## src/rtl/err_ctl_pkg.sv

```systemverilog
// Package: bit positions and fixed values shared by the register and its checker.
// Assumes an 8-bit register with the error bits in the upper nibble.
package err_ctl_pkg;
    localparam int REG_W     = 8;
    localparam int B_PLL     = 7;
    localparam int B_DMAW    = 6;
    localparam int B_DMAR    = 5;
    localparam int B_CLKLOSS = 4;
    localparam int B_MASTER  = 3;
    localparam int B_DMAEN   = 2;
    localparam int B_OE      = 1;
    localparam int B_SRST    = 0;
    localparam int N_ERR     = 4;
    localparam logic [3:0] LOCAL_IDLE = 4'b0101;
endpackage

```

## src/rtl/err_bp_watchdog.sv

```systemverilog
// Module: backplane clock activity watchdog.
// Synchronises an asynchronous clock, detects its edges and raises a timeout
// level once LIMIT system cycles pass with no edge. Assumes clr is synchronous.
module err_bp_watchdog #(
    parameter int LIMIT = 400
) (
    input  logic clk,
    input  logic rst_n,
    input  logic clr,
    input  logic mon_clk,
    output logic timeout
);
    localparam int CW = $clog2(LIMIT + 1);
    localparam logic [CW-1:0] LIM_C = CW'(LIMIT);
    localparam logic [CW-1:0] ONE_C = {{(CW-1){1'b0}}, 1'b1};

    logic [2:0]    sync_q;
    logic [CW-1:0] cnt_q;
    logic          edge_seen;

    // Purpose: bring the monitored clock into the system domain.
    always_ff @(posedge clk) begin
        if (!rst_n) sync_q <= 3'b000;
        else        sync_q <= {sync_q[1:0], mon_clk};
    end

    assign edge_seen = sync_q[2] ^ sync_q[1];

    // Purpose: count quiet cycles, restart on each edge, saturate at the limit.
    always_ff @(posedge clk) begin
        if (!rst_n || clr)       cnt_q <= '0;
        else if (edge_seen)      cnt_q <= '0;
        else if (cnt_q != LIM_C) cnt_q <= cnt_q + ONE_C;
    end

    assign timeout = (cnt_q == LIM_C);
endmodule

```

## src/rtl/err_overrun_det.sv

```systemverilog
// Module: request overrun detector.
// Tracks one outstanding request; a new request while one is unserved is an
// overrun. A done strobe in the same cycle as a new request counts as served.
module err_overrun_det (
    input  logic clk,
    input  logic rst_n,
    input  logic clr,
    input  logic req,
    input  logic done,
    output logic overrun
);
    logic pend_q;

    // Purpose: remember whether a request is still waiting for service.
    always_ff @(posedge clk) begin
        if (!rst_n || clr) pend_q <= 1'b0;
        else if (req)      pend_q <= 1'b1;
        else if (done)     pend_q <= 1'b0;
    end

    assign overrun = req && pend_q && !done;
endmodule

```

## src/rtl/err_status_core.sv

```systemverilog
// Module: register storage with sticky error bits and control bits.
// Error bits clear only on a written zero, and a same-cycle event wins. A soft
// reset bit clears bits above it while set. Events arrive ordered high to low.
module err_status_core
    import err_ctl_pkg::*;
(
    input  logic               clk,
    input  logic               rst_n,
    input  logic               wr_en,
    input  logic [REG_W-1:0]   wr_data,
    input  logic [N_ERR-1:0]   err_ev,
    output logic [REG_W-1:0]   q
);
    localparam int CTL_W = REG_W - N_ERR;

    logic              srst_eff;
    logic [N_ERR-1:0]  keep_mask;
    logic [REG_W-1:0]  nxt;

    assign srst_eff  = wr_en ? wr_data[B_SRST] : q[B_SRST];
    assign keep_mask = wr_en ? wr_data[REG_W-1:CTL_W] : {N_ERR{1'b1}};

    // Purpose: form the next register value from writes, events and soft reset.
    always_comb begin
        nxt = q;
        for (int i = 0; i < N_ERR; i++) begin
            nxt[CTL_W + i] = (q[CTL_W + i] & keep_mask[i]) | err_ev[i];
        end
        if (wr_en) nxt[CTL_W-1:0] = wr_data[CTL_W-1:0];
        if (srst_eff) nxt[REG_W-1:1] = '0;
        nxt[B_SRST] = srst_eff;
    end

    // Purpose: hold the register, cleared by the hardware reset.
    always_ff @(posedge clk) begin
        if (!rst_n) q <= '0;
        else        q <= nxt;
    end
endmodule

```

## src/rtl/err_ctl_reg.sv

```systemverilog
// Module: top of the sticky error / master control register.
// Combines the watchdog, two overrun detectors and the register core, and
// drives the combined error pin, control outputs and idle local output levels.
module err_ctl_reg
    import err_ctl_pkg::*;
#(
    parameter int CYC_PER_US  = 100,
    parameter int TIMEOUT_US  = 4
) (
    input  logic        clk,
    input  logic        rst_n,
    input  logic        wr_en,
    input  logic [7:0]  wr_data,
    output logic [7:0]  rd_data,
    input  logic        pll_unlock,
    input  logic        dma_wr_req,
    input  logic        dma_wr_done,
    input  logic        dma_rd_req,
    input  logic        dma_rd_done,
    input  logic        bp_clk,
    input  logic [3:0]  local_d,
    output logic        err_o,
    output logic        bus_master_o,
    output logic        dma_en_o,
    output logic        stream_oe_o,
    output logic        soft_rst_o,
    output logic [3:0]  local_o
);
    localparam int LIMIT = TIMEOUT_US * CYC_PER_US;

    logic [REG_W-1:0] q;
    logic [1:0]       dma_req, dma_done, dma_ovr;
    logic             clk_lost;
    logic [N_ERR-1:0] ev;
    logic             srst;

    assign srst     = q[B_SRST];
    assign dma_req  = {dma_wr_req, dma_rd_req};
    assign dma_done = {dma_wr_done, dma_rd_done};

    // Two identical overrun detectors: index 1 write, index 0 read.
    for (genvar g = 0; g < 2; g++) begin : g_ovr
        err_overrun_det u_det (
            .clk     (clk),
            .rst_n   (rst_n),
            .clr     (srst),
            .req     (dma_req[g]),
            .done    (dma_done[g]),
            .overrun (dma_ovr[g])
        );
    end

    err_bp_watchdog #(.LIMIT(LIMIT)) u_wdog (
        .clk     (clk),
        .rst_n   (rst_n),
        .clr     (srst),
        .mon_clk (bp_clk),
        .timeout (clk_lost)
    );

    assign ev = {pll_unlock, dma_ovr[1], dma_ovr[0], clk_lost};

    err_status_core u_core (
        .clk     (clk),
        .rst_n   (rst_n),
        .wr_en   (wr_en),
        .wr_data (wr_data),
        .err_ev  (ev),
        .q       (q)
    );

    assign rd_data      = q;
    assign err_o        = |q[REG_W-1:REG_W-N_ERR];
    assign bus_master_o = q[B_MASTER];
    assign dma_en_o     = q[B_DMAEN];
    assign stream_oe_o  = q[B_OE];
    assign soft_rst_o   = srst;
    assign local_o      = q[B_OE] ? local_d : LOCAL_IDLE;
endmodule

```

## config.mk

```make
export PLATFORM = sky130hd
export DESIGN_NAME = err_ctl_reg
export DESIGN_NICKNAME = d
export VERILOG_FILES = /design/src/rtl/err_ctl_pkg.sv /design/src/rtl/err_bp_watchdog.sv /design/src/rtl/err_overrun_det.sv /design/src/rtl/err_status_core.sv /design/src/rtl/err_ctl_reg.sv
export SDC_FILE = /design/constraint.sdc
export NUM_CORES = 1
export LEC_CHECK = 0
export BUFFER_PORTS_ARGS = -buffer_cell sky130_fd_sc_hd__buf_4
export CAP_MARGIN = 0
export CORE_MARGIN = 2
export CORE_UTILIZATION = 45
export CTS_BUF_LIST = sky130_fd_sc_hd__clkbuf_16
export CTS_CLUSTER_SIZE = 20
export DETAILED_ROUTE_END_ITERATION = 16
export PLACE_DENSITY = 0.78
export SKIP_CTS_REPAIR_TIMING = 1
export SYNTH_ARGS = -nofsm -noshare
export SYNTH_HDL_FRONTEND = slang
export SYNTH_SLANG_ARGS = --single-unit
```

## constraint.sdc

```tcl
create_clock -name clk -period 2.8 [get_ports clk]
set_input_delay 0.56 -clock clk [delete_from_list [all_inputs] [get_ports clk]]
set_output_delay 0.56 -clock clk [all_outputs]
set_load 0.05 [all_outputs]
```

======== Word level (Yosys, flattened, before mapping) ========
Index checks and enable logic that the tools add are counted.
storage, ports and cells
  output and inout bits ................... 17
  logic and storage cells ................. 40
  memories ................................ 0
  ROM bits ................................ 0
  bits in registers ....................... 22
  bits in writable memories ............... 0
  latch bits .............................. 0
cells by class
  shift operators ......................... 0
  mux-type cells .......................... 7
  reduce and logical (&&, ||, !) cells .... 13
  bitwise gates (word level) .............. 10
  div/mod/pow operators ................... 0
  $lt $le $gt $ge ......................... 0
  multipliers ............................. 0
  add/sub/neg operators ................... 1
  eq/ne operators ......................... 2
operator list
  operator                                       number
  adder 9 x 1 -> 9 bit (second input constant)   1
  equality test 9 bit (second input constant)    1
  inequality test 9 bit (second input constant)  1
  2-to-1 mux 4 bit                               2
  2-to-1 mux 1 bit                               5
  AND 1 bit                                      4
  logical AND 1 bit                              4
  bitwise OR 1 bit                               4
  nonzero test 2 bit                             2
  OR reduction 2 bit                             2
  OR reduction 4 bit                             1
  logical NOT 1 bit                              3
  logical OR 1 bit                               1
  inverter 1 bit                                 1
  XOR 1 bit                                      1

======== Longest topological paths before layout ========
  depth after elaboration ................. 3
  depth in mapped cells ................... 5
  mapped depth without buffers ............ 5

======== Cells and area by module ========
A second synthesis with hierarchy kept.
unflattened totals
  cells, all modules ...................... 108
  area, all modules ....................... 1002.2 um^2
modules (own cells, without submodules)
  module           cells each  instances  area each (um^2)
  err_bp_watchdog  57          1          543.0
  err_status_core  30          1          299.0
  err_overrun_det  6           2          48.8
  err_ctl_reg      9           1          62.6

======== Least setup slack after synthesis ========
No wires, ideal clock.
  path type ............................... register to output
  start point ............................. reg u_core.q[5]
  end point ............................... out err_o
  cell stages (with the launch flop) ...... 2
  required time ........................... 2.240 ns
  path buffers ............................ 0
  arrival time ............................ 1.293 ns
  setup slack ............................. 0.947 ns
  cells stage by stage .................... dfxtp_1 or4_1
on the way
  word-level cells in the longest chain between the ends .. 1
RTL lines
  what                      RTL line               source
  start: declaration        err_status_core.sv:12  output logic [REG_W-1:0] q
  start signal: assignment  err_status_core.sv:37  else q <= nxt;
  OR reduction 4 bit        err_ctl_reg.sv:73      assign err_o = |q[REG_W-1:REG_W-N_ERR];
  end: declaration          err_ctl_reg.sv:22      output logic err_o,
No other way between the ends.

======== Final worst setup path ========
Ends and elaborated chain as after synthesis.

==> flow_summary.json <==
{
  "cp_data_required_time_ps": 2240,
  "clk_latency_ps": 250,
  "placed_area_mm2": 0.00124,
  "layout-drive-gt1-share_pct": 32.6,
  "coreArea_mm2": 0.00198,
  "clock_sinks": 22,
  "drt_iter0_drc": 9,
  "period_share_pct": 65.4,
  "p_leak_nw": 0.566,
  "hold-path-endpoint": "u_wdog.sync_q[1]",
  "cp_max_fo": 3,
  "postSynthCellCount": 106,
  "dr.pass1.iters": 4,
  "maxSlewHeadroom_pct": 63.8,
  "grt_pass1_wl_um": 3390,
  "start_kind": "register",
  "crit_path_start": "u_core.q[5]",
  "routed_wl_um": 2110,
  "vdd_drop_max_uv": 437,
  "clock.fmax_mhz": 546,
  "fill_cells": 151,
  "cts.clk_slew.worst_paths_ps": 60,
  "fin_skew_ps": 3.92,
  "grt_usage_pct": 17.6,
  "nets": 165,
  "ios": 38,
  "netlist_area_um2": 963,
  "cts_root_buf": "clkbuf_16",
  "viasPerCell": 5.02,
  "r2r_start": "u_wdog.cnt_q[0]",
  "synth_edf_count": 0,
  "ant_nets": 0,
  "finalHoldViolations": 0,
  "whs_ps": 446,
  "cts_inserted_buffers": 3,
  "max_slew.worst_pin.slew_ps": 535,
  "antenna_found_initial": 0,
  "worstPathArrival_ps": 1270,
  "gp_congestion": 0.766,
  "ys.flop_type": "dfxtp_1",
  "die_w_um": 50.3,
  "yosysWarnings": 0,
  "syn-num-nets": 129,
  "end_kind": "primary output",
  "hp-class": "reg2reg",
  "dp_hpwl_um": 1560,
  "finalCriticalPeriod_ps": 1830,
  "syn_area_per_cell_um2": 9.09,
  "ctsHtreeMaxLevel": 1,
  "maxCapViolations": 0,
  "whs_path_depth": 1,
  "antenna_cells": 0,
  "wl_per_cell_um": 12.6,
  "hp-start": "u_wdog.sync_q[0]",
  "synthArstFlopShare_pct": 0,
  "clock_path_buffers": 2,
  "p_total_mw": 0.845,
  "dp_cells": 164,
  "grt_start_max_net_pins": 14,
  "areaGrowthSynthToFinish_pct": 39.2,
  "finalNonFillerCells": 168,
  "power_density_mw_per_mm2": 630,
  "synth_seq_cells": 22,
  "r2r_slack_ps": 1420,
  "worst_r2r_endpoint": "u_wdog.cnt_q[8]",
  "row_count": 16,
  "outcome": "completed",
  "slew_violations": 0,
  "vias": 843,
  "worstSetupPathType": "reg2out",
  "grt_overflow": 0,
  "die_area_mm2": 0.00253,
  "route.detailed.drc": 0,
  "tns_ps": 0,
  "synthDistinctLibCells": 28,
  "initial_core_util_pct": 48.6,
  "rr_worst_depth": 4,
  "setup_viol": 0,
  "port_buffers": 37,
  "fin_area_mm2": 0.00134,
  "tritoncts": "yes",
  "fp.dieH_um": 50.3,
  "yosysSeqAreaShare_pct": 45.7,
  "rsz0062_at_grt": "false",
  "grt_pass1_vias": 809
}
state kept, by name, indices dropped and copies added, names as in the netlist:
| signal | cells |
|---|---|
| g_ovr.u_det.pend_q | 2 |
| u_core.q | 8 |
| u_wdog.cnt_q | 9 |
| u_wdog.sync_q | 3 |
layout by cell type, fill, tap and decap left out:
master and n:
a21oi_1 10, and2_1 5, and4b_1 1, buf_4 37, bufinv_16 1, clkbuf_16 3, dfxtp_1 22, ha_1 2
inv_1 5, mux2i_1 4, nand2_1 5, nand2b_1 4, nand3_1 3, nand3_2 1, nand4_1 2, nand4b_1 1
nor2_1 9, nor2b_1 3, nor3_2 2, nor3b_1 1, nor4b_1 1, o21ai_0 8, o21ai_2 1, or3_1 4
or4_1 1, or4b_4 1, xnor2_1 3, xor2_1 1
final cells by class:
type / instances / area, um^2 / share of cell area (%)
clock buffers: 3 / 75.1 / 5.60
clock inverters: 1 / 30.0 / 2.24
inverters: 5 / 18.8 / 1.40
multi-input cells: 73 / 465 / 34.7
flip-flops and latches: 22 / 440 / 32.8
well taps: 27 / 33.8 / 2.52
repair buffers: 37 / 278 / 20.7
logic make-up (layout without fill, tap and decap cells):
logic type,after synthesis,count (layout),synth area share (%)
AOI/OAI and AO/OA,19,19,10.3
xor gates and xnor gates,4,4,3.64
adders and majority gates,2,2,2.60
buffers and inverters,11,46,5.97
DFF,22,22,45.7
muxes,4,4,4.16
and+or+nand+nor,44,44,27.7
synth_stat cells (2+ instances only):
master	number	share of area [%]
nor3_2	2	2.1
nand2_1	5	1.9
nand4_1	2	1.3
nor2_1	9	3.5
or3_1	4	2.6
ha_1	2	2.6
and2_1	5	3.2
a21oi_1	10	5.2
buf_4	4	3.1
mux2i_1	4	4.2
xnor2_1	3	2.7
nand2b_1	4	2.6
inv_1	5	1.9
dfxtp_1	22	46
nand3_1	3	1.6
o21ai_0	8	4.2
nor2b_1	3	1.9
report_power, final:
part / switching [mW] / internal (mW)
clock network: 0.114 / 0.284
registers: 0.00967 / 0.325
logic: 0.0657 / 0.0469
stage by stage:
| stage | util (%) | setup WS (ps) |
|---|---|---|
| 2_1_floorplan | - | 947 |
| 3_3_place_gp | 62.4 | 1250 |
| 3_5_place_dp | 62.4 | 1240 |
| 4_1_cts | 67.7 | 967 |
| 5_1_grt | 67.7 | 943 |
| 6_report | 67.7 | 970 |
worst max-delay path by stage:
stage,end,depth (start not counted),slack (ps)
2_1_floorplan,err_o,1,950
3_3_place_gp,err_o,2,1250
3_5_place_dp,err_o,2,1240
4_1_cts,err_o,2,970
5_1_grt,err_o,2,940
6_report,err_o,2,970
metal layers:
| layer | track usage [%] | share of wire (%) | vias to the layer above |
|---|---|---|---|
| met4 | 6.02 | 0.095 | 0 |
| met1 | 22.2 | 44 | 389 |
| met5 | 0 | 0 | - |
| met2 | 30.5 | 52 | 21 |
| li1 | - | - | 431 |
| met3 | 2.68 | 3.6 | 2 |
critical path, stage by stage (launching register included):
cell     delay [ps]
dfxtp_1         310
or4_1           510
buf_4           200
No activity file was read; power rests on OpenSTA's default activity.
